**config.mk**
```make
export PLATFORM = sky130hd
export DESIGN_NAME = slicer_sync_decoder
export DESIGN_NICKNAME = d
export VERILOG_FILES = /design/src/rtl/vid_slicer_pkg.sv /design/src/rtl/slice_code_decode.sv /design/src/rtl/sync_run_classifier.sv /design/src/rtl/vsync_watchdog.sv /design/src/rtl/slicer_sync_decoder.sv
export SDC_FILE = /design/constraint.sdc
export NUM_CORES = 1
export LEC_CHECK = 0
export BUFFER_PORTS_ARGS = -buffer_cell sky130_fd_sc_hd__buf_2
export CORE_UTILIZATION = 56
export DETAILED_ROUTE_END_ITERATION = 6
export HOLD_SLACK_MARGIN = 0.02
export PLACE_DENSITY = 0.81
export SETUP_SLACK_MARGIN = 0.3
export SYNTH_ARGS = -nofsm -noshare
export SYNTH_HDL_FRONTEND = slang
export SYNTH_SLANG_ARGS = --single-unit
```
**constraint.sdc**
```tcl
create_clock -name clk -period 2.4 [get_ports clk]
set_input_delay 0.36 -clock clk [delete_from_list [all_inputs] [get_ports clk]]
set_output_delay 0.36 -clock clk [all_outputs]
set_load 0.01 [all_outputs]
```
**src/rtl/vid_slicer_pkg.sv**
```systemverilog
package vid_slicer_pkg;

    typedef logic [1:0] level_t;

    typedef struct packed {
        logic   is_sync;
        logic   code_err;
        level_t level;
    } slice_dec_t;

    // Decode a full comparator byte; only the upper nibble matters.
    function automatic slice_dec_t decode_slice(input logic [7:0] raw);
        slice_dec_t d;
        d = '{is_sync: 1'b0, code_err: 1'b0, level: 2'd0};
        casez (raw)
            8'b1000_????: d.is_sync  = 1'b1;
            8'b0000_????: d.level    = 2'd0;
            8'b0001_????: d.level    = 2'd1;
            8'b0011_????: d.level    = 2'd2;
            8'b0111_????: d.level    = 2'd3;
            default:      d.code_err = 1'b1;
        endcase
        return d;
    endfunction

endpackage

```
**src/rtl/slice_code_decode.sv**
```systemverilog
module slice_code_decode
    import vid_slicer_pkg::*;
(
    input  logic [7:0]  raw_code,
    output slice_dec_t  dec
);
    always_comb dec = decode_slice(raw_code);
endmodule

```
**src/rtl/sync_run_classifier.sv**
```systemverilog
module sync_run_classifier #(
    parameter int VSYNC_MIN = 40
) (
    input  logic clk,
    input  logic rst,
    input  logic sample_en,
    input  logic is_sync,
    output logic hs_evt,
    output logic vs_evt
);
    localparam int RUN_W = $clog2(VSYNC_MIN + 2);
    localparam logic [RUN_W-1:0] RUN_THR = RUN_W'(VSYNC_MIN);
    localparam logic [RUN_W-1:0] RUN_SAT = RUN_W'(VSYNC_MIN + 1);

    logic [RUN_W-1:0] run_cnt;

    always_comb begin
        vs_evt = sample_en && is_sync && (run_cnt == RUN_THR);
        hs_evt = sample_en && !is_sync && (run_cnt != '0) && (run_cnt <= RUN_THR);
    end

    always_ff @(posedge clk) begin
        if (rst) begin
            run_cnt <= '0;
        end else if (sample_en) begin
            if (!is_sync)
                run_cnt <= '0;
            else if (run_cnt != RUN_SAT)
                run_cnt <= run_cnt + 1'b1;
        end
    end
endmodule

```
**src/rtl/vsync_watchdog.sv**
```systemverilog
module vsync_watchdog #(
    parameter int TIMEOUT_SAMPLES = 20000
) (
    input  logic clk,
    input  logic rst,
    input  logic sample_en,
    input  logic capture_start,
    input  logic vs_evt,
    output logic timed_out
);
    localparam int WAIT_W = $clog2(TIMEOUT_SAMPLES + 1);
    localparam logic [WAIT_W-1:0] WAIT_LAST = WAIT_W'(TIMEOUT_SAMPLES - 1);

    logic              armed;
    logic [WAIT_W-1:0] wait_cnt;

    always_ff @(posedge clk) begin
        if (rst) begin
            armed     <= 1'b0;
            wait_cnt  <= '0;
            timed_out <= 1'b0;
        end else if (capture_start) begin
            armed     <= 1'b1;
            wait_cnt  <= '0;
            timed_out <= 1'b0;
        end else if (armed && sample_en) begin
            if (vs_evt) begin
                armed <= 1'b0;
            end else if (wait_cnt == WAIT_LAST) begin
                armed     <= 1'b0;
                timed_out <= 1'b1;
            end else begin
                wait_cnt <= wait_cnt + 1'b1;
            end
        end
    end
endmodule

```
**src/rtl/slicer_sync_decoder.sv**
```systemverilog
module slicer_sync_decoder
    import vid_slicer_pkg::*;
#(
    parameter int VSYNC_MIN       = 40,
    parameter int TIMEOUT_SAMPLES = 20000
) (
    input  logic       clk,
    input  logic       rst,
    input  logic       sample_en,
    input  logic [7:0] slicer_in,
    input  logic       capture_start,
    output logic       out_valid,
    output logic [1:0] out_level,
    output logic       out_sync,
    output logic       out_code_err,
    output logic       hsync_end,
    output logic       vsync_detected,
    output logic       vsync_timeout
);
    slice_dec_t dec;
    logic       hs_evt, vs_evt;

    slice_code_decode u_dec (
        .raw_code (slicer_in),
        .dec      (dec)
    );

    sync_run_classifier #(.VSYNC_MIN(VSYNC_MIN)) u_cls (
        .clk       (clk),
        .rst       (rst),
        .sample_en (sample_en),
        .is_sync   (dec.is_sync),
        .hs_evt    (hs_evt),
        .vs_evt    (vs_evt)
    );

    vsync_watchdog #(.TIMEOUT_SAMPLES(TIMEOUT_SAMPLES)) u_wd (
        .clk           (clk),
        .rst           (rst),
        .sample_en     (sample_en),
        .capture_start (capture_start),
        .vs_evt        (vs_evt),
        .timed_out     (vsync_timeout)
    );

    always_ff @(posedge clk) begin
        if (rst || !sample_en) begin
            out_valid      <= 1'b0;
            out_level      <= 2'd0;
            out_sync       <= 1'b0;
            out_code_err   <= 1'b0;
            hsync_end      <= 1'b0;
            vsync_detected <= 1'b0;
        end else begin
            out_valid      <= 1'b1;
            out_level      <= dec.level;
            out_sync       <= dec.is_sync;
            out_code_err   <= dec.code_err;
            hsync_end      <= hs_evt;
            vsync_detected <= vs_evt;
        end
    end
endmodule

```
==> results.yml, run 1 <==
worst_setup_path:
  r2r_cells: 4
  critPathMaxFanout: 7
  start_kind: "flop"
  r2r_end: "u_wd.armed"
  end_kind: "flop"
  r2r_slack_ns: 0.48
  crit_required_ns: 2.62
  crit_type: "flop to flop"
  max_stage_delay_ns: 0.59
  r2r_start: "u_wd.wait_cnt[5]"
  crit_chain: "or4_1, or4_4, a21boi_1, o22ai_1"
  crit_slowest_cell: "or4_1"
  crit_arrival_ns: 2.14
clock_network:
  clock_sinks: 30
  root_buffer: "clkbuf_4"
  cts.path.max_buffers: 2
  cts_made_buffers: 5
  insertion_delay_ns: 0.32
  cts-htree-levels: 2
  holdBufCountCts: 0
  path_clk_slew_ns: 0.09
  tritoncts: "yes"
power_and_ir_drop:
  p_clk_frac: 0.408
  power.total_w: 0.0009579
  p_leak_nw: 0.6096
  p_int_w: 0.0007404
  swShare: 0.2270
  power_frac_seq: 0.529
  p_per_area_nw_per_um2: 558.4
  p_sw_w: 0.0002175
  comb_power_share: 0.063
  peakVddDrop_mv: 0.5288
synthesis:
  synthesis.area_um2: 1554
  synth_nets: 183
  async_flop_share: 0
  synth_area_leader_cell: "dfxtp_1"
  ys_warn_count: 0
  syn_inst: 167
  synth_top_area_share: 0.3865
  synth_ff_type: "dfxtp_1"
  seq_area_frac_synth: 0.3865
  syn_avg_cell_area_um2: 9.305
  synthTopCellsByArea: "dfxtp_1 (39%), or3_1 (4.0%), a21oi_2 (3.9%)"
  synth-edff-count: 0
  ys_seq_elements: 30
  yosys.cell_types.count: 46
grt:
  grt_pass1_vias: 1162
  overflow: 0
  grt_pass1_wl_um: 5119
  antenna_found_initial: 0
  grt_use_total: 0.2409
  grt_max_degree: 24
job:
  cap_violations: 0
detailed_routing:
  finalWirelength_um: 3088
  via_per_inst: 6.274
  drc: 0
  drtPass1Iterations: 5
  postRouteAntennaNets: 0
  vias: 1349
  wl_per_cell_um: 14.36
  drtIter0Drc: 32
min_path:
  hold_class: "input port to flop"
  whs_path_depth: 2
  hold_path_end: "out_level[1]"
  hp-start: "slicer_in[7]"
placement:
  gp_congestion: 0.8204
  dp_slack_ns: 0.1966
  dp_hpwl_um: 2189
  port_buffers: 15
die:
  die_w_um: 54.68
  pin_count: 20
  start_util: 0.6106
  die_area_um2: 2990
  die_y_um: 54.68
  coreArea_um2: 2545
  rows: 18
layout:
  multi_input_area_um2: 885.9
  area_delta_synth_final_pct: 10.39
  drive_above_1_share: 0.2270
  final_util: 0.6740
  num-fill-cells: 216
  antenna_cells: 0
  seqCellArea_um2: 601.8
  layout.nets: 200
sta:
  relSlewSlack: 0.6861
  setup_viol: 0
  hold_viol_final: 0
  fin_skew_ns: 0.003441
  rsz0062_at_grt: "false"
  hold_ws_ns: 0.2511
  finalCritPeriodShare: 0.7990
  period_minus_slack_ns: 1.918
  worst_pin_slew_ns: 0.4643
  slew_violations: 0
  setup-tns-final_ns: 0
  fin_ws_ns: 0.4824
  fmax_mhz: 521.5
outcome:
  run_status: "finished clean"
==> sequential cells by signal, summed over array words and instances, names as in the netlist <==
| name | cells |
|---|---|
| hsync_end | 1 |
| out_sync | 1 |
| u_wd.armed | 1 |
| out_level | 2 |
| u_wd.timed_out | 1 |
| u_cls.run_cnt | 6 |
| out_valid | 1 |
| out_code_err | 1 |
| u_wd.wait_cnt | 15 |
| vsync_detected | 1 |
==> Yosys cell counts (3+ instances only) <==
cell type and n:
dfxtp_1 30, nand2_1 12, nor2_1 10, or3_1 10, a21oi_2 7, or4_1 7
inv_1 6, nand3_1 6, a21oi_1 5, mux2i_1 5, nor4_1 5, o31ai_1 5
ha_1 4, nand2b_1 4, nand4_1 4, xor2_1 4, clkbuf_1 3, or2_2 3
==> cell families after synthesis <==
family | Yosys count | synth area share
adders and majority gates | 4 | 0.03221
and+or+nand+nor | 72 | 0.2729
muxes | 5 | 0.03221
AOI/OAI and AO/OA | 39 | 0.2053
buffers and inverters | 13 | 0.04831
DFF | 30 | 0.3865
xor gates and xnor gates | 4 | 0.02254
==> timing repair <==
action,in CTS,in global routing
buffers inserted,0,0
endpoints found under the hold margin,0,0
gates resized for setup,0,2
setup endpoints to repair,0,7
==> critical path: cells and delay by family, from the launching register on <==
| family | cells | cell delay (ns) |
|---|---|---|
| AOI/OAI and AO/OA | 2 | 0.27 |
| and+or+nand+nor | 2 | 1.17 |
| DFF | 1 | 0.38 |
==> layout make-up <==
type,instances,share of cell area
inverters,6,0.01313
flip-flops and latches,30,0.3508
repair buffers,17,0.05252
clock buffers,5,0.02188
multi-input cells,124,0.5164
clock inverters,3,0.02334
well taps,30,0.02188
==> cells in the final DEF (no fill, tap or decap), drive strengths merged, types with 2 or more instances in the layout <==
cell type and n:
a21o 2, a21oi 12, and3 2, buf 17, clkbuf 5, clkinv 2
dfxtp 30, ha 4, inv 6, mux2i 5, nand2 12, nand2b 4
nand3 6, nand3b 2, nand4 4, nor2 10, nor4 5, nor4b 2
o21ai 5, o311a 2, o311ai 2, o31ai 6, o41ai 2, or2 3
or3 10, or4 8, xor2 4
==> worst max-delay path by stage <==
stage	start	to	slack [ns]	cells past startpoint
global route	u_cls.run_cnt[1]	u_wd.wait_cnt[11]	0.37	7
global placement	slicer_in[4]	u_wd.wait_cnt[12]	0.26	6
floorplan	slicer_in[4]	u_wd.wait_cnt[5]	0.53	7
finish	u_wd.wait_cnt[5]	u_wd.armed	0.48	4
detailed placement	slicer_in[4]	u_wd.wait_cnt[14]	0.20	6
CTS	u_cls.run_cnt[0]	u_wd.wait_cnt[11]	0.36	7
==> stage by stage <==
| stage | cell area [µm²] | instances |
|---|---|---|
| after global placement | 1629 | 207 |
| final | 1715 | 215 |
| after detailed placement | 1629 | 207 |
| after CTS | 1707 | 215 |
| after global routing | 1715 | 215 |
| after floorplan | 1554 | 167 |
==> power by group through the flow <==
stage / combinational [W] / sequential (W) / clock, W
after global placement: 0.0000570 / 0.000518 / 0
final: 0.0000604 / 0.000507 / 0.000391
after global routing: 0.0000667 / 0.000508 / 0.000417
after detailed placement: 0.0000598 / 0.000518 / 0
after floorplan: 0.0000439 / 0.000519 / 0
after CTS: 0.0000602 / 0.000507 / 0.000398
==> layer usage <==
layer / part of all wire / GRT usage
met1: 0.46 / 0.3088
met2: 0.48 / 0.3755
met3: 0.044 / 0.06111
met4: 0.010 / 0.1068
met5: 0 / 0
Note: power is estimated with default switching activity, not from simulation.
==> run 2: changes to the inputs <==
==> constraint.sdc (replaced) <==
create_clock -name clk -period 1.89 [get_ports clk]
set_input_delay 0.2835 -clock clk [delete_from_list [all_inputs] [get_ports clk]]
set_output_delay 0.2835 -clock clk [all_outputs]
set_load 0.01 [all_outputs]
==> results.yml, run 2 (synthesis gave the netlist of run 1 again) <==
outcome:
  run_status: "finished, violations left"
  violations: "setup timing"
detailed_routing:
  drc: 0
  drtIter0Drc: 150
  wl_met1_um: 2272
  drtPass1Iterations: 5
  finalWirelength_um: 5567
  top_layer: "met4"
  vias: 1672
  wl_per_cell_um: 22.63
  wl_met2_um: 2558
  via_per_inst: 6.797
  postRouteAntennaNets: 0
  wl_met3_um: 515
power_and_ir_drop:
  peakVddDrop_mv: 0.8753
  p_leak_nw: 0.8827
  power.total_w: 0.001488
  p_per_area_nw_per_um2: 642.2
placement:
  dp_hpwl_um: 2379
  gp_congestion: 0.8243
  port_buffers: 15
  dp_slack_ns: 0.04458
  place_inst: 216
die:
  rows: 18
  pin_count: 20
  die_area_um2: 2990
  die_w_um: 54.68
  start_util: 0.6106
  die_y_um: 54.68
  coreArea_um2: 2545
layout:
  instances_no_fill: 246
  antenna_cells: 0
  layout.nets: 231
  multi_input_area_um2: 1080
  drive_above_1_share: 0.5139
  regMostFlops: "u_wd.wait_cnt"
  num-fill-cells: 92
  largest_reg_flops: 15
  final_util: 0.9105
  seqCellArea_um2: 626.9
  area_delta_synth_final_pct: 49.11
  most-common-layout-cells: "buf_4 (23), dfxtp_1 (17), buf_2 (13), nand2_1 (12), nor2_1 (10)"
  final_common_cell: "buf_4"
  top_regs: "u_wd.wait_cnt x15, u_cls.run_cnt x6, out_level x2"
worst_setup_path:
  critPathMaxFanout: 5
  max_stage_delay_ns: 0.57
  end_kind: "flop"
  startpoint: "u_wd.wait_cnt[7]"
  crit_required_ns: 2.11
  start_kind: "flop"
  crit_arrival_ns: 2.16
  crit_slowest_cell: "or4bb_4"
  worst-path-buf-inv: 2
  crit_chain: "or4bb_4, buf_4, nor4_4, buf_4, nor4_1, mux2i_1"
  crit_type: "flop to flop"
  r2r_start: "u_wd.wait_cnt[7]"
  critPathTopFamily: "simple AND/OR/NAND/NOR gates"
  crit_path_frequent_cell: "buf_4"
sta:
  finalCritPeriodShare: 1.026
  relSlewSlack: 0.5711
  fin_ws_ns: -0.04864
  rsz0062_at_grt: "true"
  worst_pin_slew_ns: 0.6409
  hold_ws_ns: 0.1599
  fmax_mhz: 515.8
  period_minus_slack_ns: 1.939
  slew_violations: 0
  fin_skew_ns: 0.009804
  setup_viol: 4
  hold_viol_final: 0
clock_network:
  tritoncts: "yes"
  holdBufCountCts: 0
  path_clk_slew_ns: 0.11
  clock_sinks: 30
  insertion_delay_ns: 0.35
  root_buffer: "clkbuf_4"
  cts-htree-levels: 2
  cts.path.max_buffers: 2
  cts_made_buffers: 5
job:
  cap_violations: 0
grt:
  grt_max_degree: 14
  overflow: 0
  antenna_found_initial: 0
  grt_pass1_vias: 1499
  grt_use_total: 0.3435
  grt_pass1_wl_um: 6982
min_path:
  hold_class: "input port to flop"
  hp-start: "slicer_in[7]"
==> run 2: layout make-up <==
class,instances,area share
Sequential cell,30,0.2705
Inverter,6,0.009719
Timing Repair Buffer,48,0.1895
Multi-Input combinational cell,124,0.4660
Clock buffer,6,0.02214
Tap cell,30,0.01620
Clock inverter,2,0.02592
==> run 2: timing repair <==
item                       CTS  global route
setup buffers               10             9
pin swaps                   10            14
setup endpoints to repair   18            19
gates resized for setup     14            42
cloned                       3             0
==> run 2: per-stage QoR <==
stage | cell area, µm² | TNS, ns
6_report | 2317 | -0.08629
5_1_grt | 2317 | -0.3561
4_1_cts | 2067 | 0
3_5_place_dp | 1735 | 0
3_3_place_gp | 1735 | 0
2_1_floorplan | 1589 | 0
==> run 2: worst paths after layout <==
kind                            end  slack (ns)  depth (start not counted)
setup / recovery  u_wd.wait_cnt[13]       -0.05                          6
hold / removal         out_level[1]        0.16                          2
setup reg to reg  u_wd.wait_cnt[13]       -0.05                          6
hold reg to reg   u_wd.wait_cnt[14]        0.50                          2
==> run 2: where the power goes <==
| group | internal [W] | leakage (nW) | switching [W] |
|---|---|---|---|
| combinational | 0.0000767 | 0.574 | 0.0000778 |
| clock | 0.000448 | 0.0585 | 0.000248 |
| sequential | 0.000633 | 0.250 | 0.00000494 |
| total | 0.00116 | 0.883 | 0.000331 |
==> run 2: worst register-to-register path, delay by kind of cell (launching register included) <==
family	cells	cell delay (ns)
buffers and inverters	2	0.39
and+or+nand+nor	3	0.96
muxes	1	0.12
DFF	1	0.35
==> run 2: routing by layer <==
layer  track usage  up-vias
met5             0        -
met3        0.1111       29
met1        0.4013      772
li1              -      737
met4        0.2051        0
met2        0.5402      134
